--- src/rtl/pwrfail_pkg.sv ---
// Package: shared state encoding for the power-fail guard.
// Assumes: nothing beyond standard SystemVerilog.
package pwrfail_pkg;
    typedef enum logic [2:0] {
        ST_NORMAL  = 3'd0,
        ST_GRACE   = 3'd1,
        ST_PROTECT = 3'd2,
        ST_BATTERY = 3'd3,
        ST_RECOVER = 3'd4
    } pf_state_e;
endpackage

--- src/rtl/pwrfail_sync_filt.sv ---
// Module: two-flop synchroniser per status channel, followed by a stability
// filter. The filtered output changes only after two equal synchronised samples.
// Assumes: the inputs are level signals from comparators. RST_VAL gives the
// assumed level of each channel during reset.
module pwrfail_sync_filt #(
    parameter int          N_CH    = 2,
    parameter logic [1:0]  RST_VAL = 2'b01
) (
    input  logic            clk,
    input  logic            rst_n,
    input  logic [N_CH-1:0] raw_in,
    output logic [N_CH-1:0] filt_out
);
    for (genvar g = 0; g < N_CH; g++) begin : g_ch
        logic meta_q, sync_q, hist_q, filt_q;

        // Purpose: bring the channel into the clock domain and keep one older sample.
        always_ff @(posedge clk) begin
            if (!rst_n) begin
                meta_q <= RST_VAL[g];
                sync_q <= RST_VAL[g];
                hist_q <= RST_VAL[g];
            end else begin
                meta_q <= raw_in[g];
                sync_q <= meta_q;
                hist_q <= sync_q;
            end
        end

        // Purpose: accept a new level only when two synchronised samples agree.
        always_ff @(posedge clk) begin
            if (!rst_n)
                filt_q <= RST_VAL[g];
            else if (sync_q == hist_q)
                filt_q <= sync_q;
        end

        assign filt_out[g] = filt_q;
    end
endmodule

--- src/rtl/pwrfail_access_mon.sv ---
// Module: watches the host control strobes. It reports an access in progress
// (active low) and remembers that a chip-enable cycle started as a write.
// Assumes: all strobes are active low and synchronous to clk.
module pwrfail_access_mon (
    input  logic clk,
    input  logic rst_n,
    input  logic ce_n,
    input  logic oe_n,
    input  logic we_n,
    output logic acc_busy_n,
    output logic wr_hold
);
    logic ce_n_q;
    logic hold_q;

    // Purpose: an access is live when chip-enable is low and either other strobe is low.
    always_comb acc_busy_n = ~(~ce_n & (~we_n | ~oe_n));

    // Purpose: keep the previous chip-enable level to detect its falling edge.
    always_ff @(posedge clk) begin
        if (!rst_n) ce_n_q <= 1'b1;
        else        ce_n_q <= ce_n;
    end

    // Purpose: flag a cycle whose chip-enable fell together with write-enable low.
    always_ff @(posedge clk) begin
        if (!rst_n)
            hold_q <= 1'b0;
        else if (ce_n)
            hold_q <= 1'b0;
        else if (ce_n_q && !we_n)
            hold_q <= 1'b1;
    end

    assign wr_hold = hold_q;
endmodule

--- src/rtl/pwrfail_timer.sv ---
// Module: loadable down-counter shared by the grace and recovery intervals.
// Assumes: a load has priority over counting. The counter stops at zero.
module pwrfail_timer #(
    parameter int W = 11
) (
    input  logic         clk,
    input  logic         rst_n,
    input  logic         load,
    input  logic [W-1:0] load_val,
    output logic         zero
);
    logic [W-1:0] cnt_q;

    // Purpose: load on request, otherwise count down until zero.
    always_ff @(posedge clk) begin
        if (!rst_n)
            cnt_q <= '0;
        else if (load)
            cnt_q <= load_val;
        else if (cnt_q != '0)
            cnt_q <= cnt_q - 1'b1;
    end

    assign zero = (cnt_q == '0);
endmodule

--- src/rtl/pwrfail_fsm.sv ---
// Module: state sequencer for normal, grace, locked, battery and recovery modes.
// Assumes: the low and battery indications are already filtered. The battery
// indication has the highest priority.
module pwrfail_fsm
    import pwrfail_pkg::*;
#(
    parameter int GRACE_CYC   = 16,
    parameter int RECOVER_CYC = 1024,
    parameter int W           = 11
) (
    input  logic         clk,
    input  logic         rst_n,
    input  logic         lo_f,
    input  logic         bat_f,
    input  logic         acc_busy_n,
    input  logic         tmr_zero,
    output pf_state_e    state,
    output logic         tmr_load,
    output logic [W-1:0] tmr_val
);
    localparam logic [W-1:0] GRACE_LD = W'(GRACE_CYC - 1);
    localparam logic [W-1:0] REC_LD   = W'(RECOVER_CYC - 1);

    pf_state_e state_q, state_d;

    // Purpose: choose the next state and any timer reload.
    always_comb begin
        state_d  = state_q;
        tmr_load = 1'b0;
        tmr_val  = REC_LD;
        if (bat_f) begin
            state_d = ST_BATTERY;
        end else begin
            unique case (state_q)
                ST_NORMAL: if (lo_f) begin
                    if (!acc_busy_n) begin
                        state_d  = ST_GRACE;
                        tmr_load = 1'b1;
                        tmr_val  = GRACE_LD;
                    end else begin
                        state_d = ST_PROTECT;
                    end
                end
                ST_GRACE:   if (acc_busy_n || tmr_zero) state_d = ST_PROTECT;
                ST_PROTECT: if (!lo_f) begin
                    state_d  = ST_RECOVER;
                    tmr_load = 1'b1;
                    tmr_val  = REC_LD;
                end
                ST_RECOVER: begin
                    if (lo_f)          state_d = ST_PROTECT;
                    else if (tmr_zero) state_d = ST_NORMAL;
                end
                ST_BATTERY: state_d = ST_PROTECT;
                default:    state_d = ST_PROTECT;
            endcase
        end
    end

    // Purpose: state register. Reset starts in the locked state.
    always_ff @(posedge clk) begin
        if (!rst_n) state_q <= ST_PROTECT;
        else        state_q <= state_d;
    end

    assign state = state_q;
endmodule

--- src/rtl/pwrfail_guard.sv ---
// Module: top of the power-fail guard. It gates the memory strobes, the data
// drive enable and the power source select according to the sequencer state.
// Assumes: host strobes are synchronous to clk. vlow_async and vbat_async come
// from comparators and may change at any time.
module pwrfail_guard
    import pwrfail_pkg::*;
#(
    parameter int GRACE_CYC   = 16,
    parameter int RECOVER_CYC = 1024
) (
    input  logic clk,
    input  logic rst_n,
    input  logic vlow_async,
    input  logic vbat_async,
    input  logic ce_n_in,
    input  logic oe_n_in,
    input  logic we_n_in,
    output logic ce_n_out,
    output logic oe_n_out,
    output logic we_n_out,
    output logic dq_oe,
    output logic wr_lock,
    output logic pwr_bat
);
    localparam int MAX_CYC = (GRACE_CYC > RECOVER_CYC) ? GRACE_CYC : RECOVER_CYC;
    localparam int TMR_W   = $clog2(MAX_CYC + 1);

    logic [1:0]   filt;
    logic         lo_f, bat_f;
    logic         acc_busy_n, wr_hold;
    logic         tmr_load, tmr_zero;
    logic [TMR_W-1:0] tmr_val;
    pf_state_e    state;
    logic         pass;

    pwrfail_sync_filt #(.N_CH(2), .RST_VAL(2'b01)) u_sync (
        .clk(clk), .rst_n(rst_n),
        .raw_in({vbat_async, vlow_async}),
        .filt_out(filt)
    );

    assign lo_f  = filt[0];
    assign bat_f = filt[1];

    pwrfail_access_mon u_acc (
        .clk(clk), .rst_n(rst_n),
        .ce_n(ce_n_in), .oe_n(oe_n_in), .we_n(we_n_in),
        .acc_busy_n(acc_busy_n), .wr_hold(wr_hold)
    );

    pwrfail_timer #(.W(TMR_W)) u_tmr (
        .clk(clk), .rst_n(rst_n),
        .load(tmr_load), .load_val(tmr_val), .zero(tmr_zero)
    );

    pwrfail_fsm #(.GRACE_CYC(GRACE_CYC), .RECOVER_CYC(RECOVER_CYC), .W(TMR_W)) u_fsm (
        .clk(clk), .rst_n(rst_n),
        .lo_f(lo_f), .bat_f(bat_f),
        .acc_busy_n(acc_busy_n), .tmr_zero(tmr_zero),
        .state(state), .tmr_load(tmr_load), .tmr_val(tmr_val)
    );

    // Purpose: gate strobes and data drive from the sequencer state.
    always_comb begin
        pass     = (state == ST_NORMAL) || (state == ST_GRACE);
        wr_lock  = ~pass;
        pwr_bat  = (state == ST_BATTERY);
        ce_n_out = pass ? ce_n_in : 1'b1;
        oe_n_out = pass ? oe_n_in : 1'b1;
        we_n_out = pass ? we_n_in : 1'b1;
        dq_oe    = pass & ~ce_n_in & ~oe_n_in & we_n_in & ~wr_hold;
    end
endmodule

--- config.mk ---
export PLATFORM = sky130hd
export DESIGN_NAME = pwrfail_guard
export DESIGN_NICKNAME = d
export VERILOG_FILES = /design/src/rtl/pwrfail_pkg.sv /design/src/rtl/pwrfail_sync_filt.sv /design/src/rtl/pwrfail_access_mon.sv /design/src/rtl/pwrfail_timer.sv /design/src/rtl/pwrfail_fsm.sv /design/src/rtl/pwrfail_guard.sv
export SDC_FILE = /design/constraint.sdc
export NUM_CORES = 1
export LEC_CHECK = 0
export BUFFER_PORTS_ARGS = -buffer_cell sky130_fd_sc_hd__buf_2
export CAP_MARGIN = 15
export CORE_MARGIN = 2
export CORE_UTILIZATION = 55
export CTS_CLUSTER_DIAMETER = 40
export DETAILED_ROUTE_END_ITERATION = 8
export PLACE_DENSITY = 0.74
export SLEW_MARGIN = 20
export SYNTH_ARGS = -nofsm -noshare
export SYNTH_HDL_FRONTEND = slang
export SYNTH_SLANG_ARGS = --single-unit
--- constraint.sdc ---
create_clock -name clk -period 2.3 [get_ports clk]
set_input_delay 0.115 -clock clk [delete_from_list [all_inputs] [get_ports clk]]
set_output_delay 0.115 -clock clk [all_outputs]
set_load 0.1 [all_outputs]
==> summary.md <==
| Metric | Value |
|---|---|
| Worst R2R Path Depth | `6` |
| Setup Viol. Count Final | `0` |
| Setup crit start kind | `flip-flop` |
| Yosys warnings | `0` |
| Vert. Die Dim | `47.9 µm` |
| CP Data Arrival Time | `2.39 ns` |
| PwrDens | `1030 mW/mm²` |
| MaxCap Viol Count | `0` |
| Grt ovf | `0` |
| Wirelength per Cell | `12.3 µm` |
| Endpoint, Worst Hold | `u_sync.g_ch[1].meta_q` |
| Worst-Skew Late Latency | `0.30 ns` |
| RR Endpoint | `u_tmr.cnt_q[2]` |
| Worst Skew | `0.00164 ns` |
| Leading cell types in the layout, fill and taps excluded | `24 x dfxtp_1, 12 x buf_2, 10 x a21oi_1` |
| Final nets | `around 140` |
| Ratio of final minimum period to clock period | `0.949` |
| DRC Markers | `0` |
| Pleak | `~0.48 nW` |
| Total routing usage reported by global routing | `0.190` |
| R2r setup slk | `~0.12 ns` |
| Seq/Total Area, Yosys | `0.452` |
| Post-synth EDFFs | `0` |
| Final Wtd Congestion | `0.819` |
| Synth Instances | `117` |
| Largest area contributor in the netlist | `dfxtp_1` |
| H-tree depth | `1` |
| Hold depth | `2` |
| Syn-to-layout area delta | `16.6%` |
| Die Wd | `47.9 µm` |
| Global-route wire length before repair | `3.04 mm` |
| Die area | `0.00230 mm²` |
| Layout cells sized above 1 | `0.212` |
| Worst R2R Start | `u_tmr.cnt_q[0]` |
| PortBufs | `12` |
| DR iter-0 viols | `10` |
| Post-CTS Resized | `0` |
| FF+latch count, synth | `24` |
| Hold crit path type | `in2reg` |
| Starting Density | `0.602` |
| Synth unique cells | `34` |
| Finished Layout Cells | `approximately 160` |
| Status | `finished, final reports clean` |
| Worst-path cell chain | `inv_1, ha_1, or3b_2, nor4b_4, nor3b_1, o31a_1` |
| Post-synth top area share | `0.452` |
| Clock sinks | `24` |
| Max incr delay on CP | `around 0.56 ns` |
| Antenna fix cells | `0` |
| Vias in the first global route | `703` |
| Min cycle time layout | `approximately 2.2 ns` |
| # Post-CTS Setup Buffers | `0` |
| Boundary Pins | `13` |
| Max Buffers Root-to-Sink | `2` |
| Synthesized area | `0.00106 mm²` |
| Core area | `0.00176 mm²` |
| Crit-path slowest cell | `or3b_2` |
| Antenna Violating Nets Remaining | `0` |
| CTS buffer count | `3` |
| Worst EP required | `2.50 ns` |
| CTS tree | `yes` |
| Max Freq | `458 MHz` |
| Syn nets | `125` |
| Via-to-Cell Ratio | `roughly 5.5` |
| Hold_sp | `vbat_async` |
| Setup TNS | `0 ns` |
| Worst slew margin | `0.529` |
| Worst setup path class | `reg2reg` |
| Final Max Tran Viols | `0` |
| Min Hold Slack | `0.0267 ns` |
| Largest net degree at the start of global routing | `16` |
| Row cnt | `15` |
| Detail Placement HPWL | `1.40 mm` |
| CTS Root Cell | `clkbuf_4` |
| DRT Pass-1 Iters | `4` |
| Synth top area cells | `dfxtp_1 45%, a21oi_1 4.7%, o21a_1 4.2%` |
| Ys async rst share | `0` |
| Initial antenna violation count | `0` |
| Register clock-pin slew on the reported worst setup and hold paths | `0.13 ns` |
| Design Power | `~1.3 mW` |
| CP Max Fanout | `9` |
| Mean Syn Cell Area | `9.08 µm²` |
| Post-Route WL | `1.93 mm` |
| Total number of vias | `865` |
| Unrepaired setup endpoints after global routing | `no` |
| Measured slew at the worst slew-check pin | `0.705 ns` |
| Most common cell after layout, fill and taps aside | `dfxtp_1` |
| Synth Flop Type | `dfxtp_1` |
| Crit. End Element | `flip-flop` |
| Peak VDD IR | `0.731 mV` |
| Crit. Startpoint | `u_tmr.cnt_q[0]` |
| Placed cell count | `around 150` |
| Final Hold Viols | `0` |
## sequential cells by signal, summed over array words and instances, names as in the netlist
register            flops
u_acc.ce_n_q            1
u_acc.wr_hold           1
u_fsm.state             3
u_sync.g_ch.filt_q      2
u_sync.g_ch.hist_q      2
u_sync.g_ch.meta_q      2
u_sync.g_ch.sync_q      2
u_tmr.cnt_q            11
## critical path: cells and delay by family (launching register included)
family / cells / cell delay [ns]
AO/OA/AOI/OAI: 1 / 0.29
buffers and inverters: 1 / 0.09
AND/OR/NAND/NOR: 3 / 1.19
flip-flops: 1 / 0.34
adder cells (fa/ha/maj): 1 / 0.18
## how the worst max path moves through the flow
stage                          end  depth (start not counted)
floorplan                    dq_oe                          2
global placement    u_tmr.cnt_q[3]                          6
detailed placement  u_tmr.cnt_q[2]                          6
CTS                 u_tmr.cnt_q[2]                          6
global route        u_tmr.cnt_q[6]                          6
finish              u_tmr.cnt_q[2]                          6
## cells in the mapped netlist, drive strengths merged (2+ instances only)
cell / number
a2111oi: 2
or3: 5
a21oi: 10
o31a: 3
nand2b: 7
and2: 3
nor4: 3
or3b: 2
nand2: 4
clkbuf: 4
nand3: 2
o21ai: 3
or4: 3
nor3: 6
inv: 6
nor2: 6
dfxtp: 24
o211ai: 4
o21a: 6
xnor2: 3
## metal layers
| metal | GRT usage | share of wire |
|---|---|---|
| met1 | 0.270 | 0.51 |
| met5 | 0 | 0 |
| met3 | 0.0453 | 0.020 |
| met2 | 0.288 | 0.46 |
| met4 | 0.0486 | 0.0078 |
## area by class of cell
cell class / instances / area [µm²]
multi-input cells: 82 / 559
fillers: 167 / 526
flip-flops and latches: 24 / 480
repair buffers: 16 / 92.6
well taps: 25 / 31.3
clock inverters: 1 / 30.0
clock buffers: 3 / 22.5
inverters: 6 / 22.5
## cells by family (layout without fill, tap and decap cells)
| kind of cell | Yosys count | count (layout) | synth area share |
|---|---|---|---|
| multiplexers | 1 | 1 | 0.00942 |
| flip-flops | 24 | 24 | 0.452 |
| XOR/XNOR | 3 | 3 | 0.0247 |
| AO/OA/AOI/OAI | 32 | 32 | 0.203 |
| buffers and inverters | 11 | 26 | 0.0400 |
| adder cells (fa/ha/maj) | 1 | 1 | 0.0118 |
| AND/OR/NAND/NOR | 45 | 45 | 0.259 |
## through the flow
step | setup WS, ns | util | area, µm²
floorplan | 0.163 | - | 1080
global placement | 0.216 | 0.667 | 1180
detailed placement | 0.143 | 0.667 | 1180
CTS | 0.132 | 0.702 | 1240
global route | 0.0146 | 0.702 | 1240
finish | 0.117 | 0.702 | 1240
## where the power goes
part / total [mW] / switching, mW / internal, mW
Sequential: 0.525 / 0.0486 / 0.477
Combinational: 0.463 / 0.235 / 0.228
Clock: 0.293 / 0.117 / 0.176
Total: 1.28 / 0.401 / 0.881
## what timing repair did
item / in CTS / in global routing
hold buffers: 1 / 0
endpoints found under the setup margin: 0 / 0
hold endpoints to repair: 1 / 0
(Power assumes the default switching activity.)
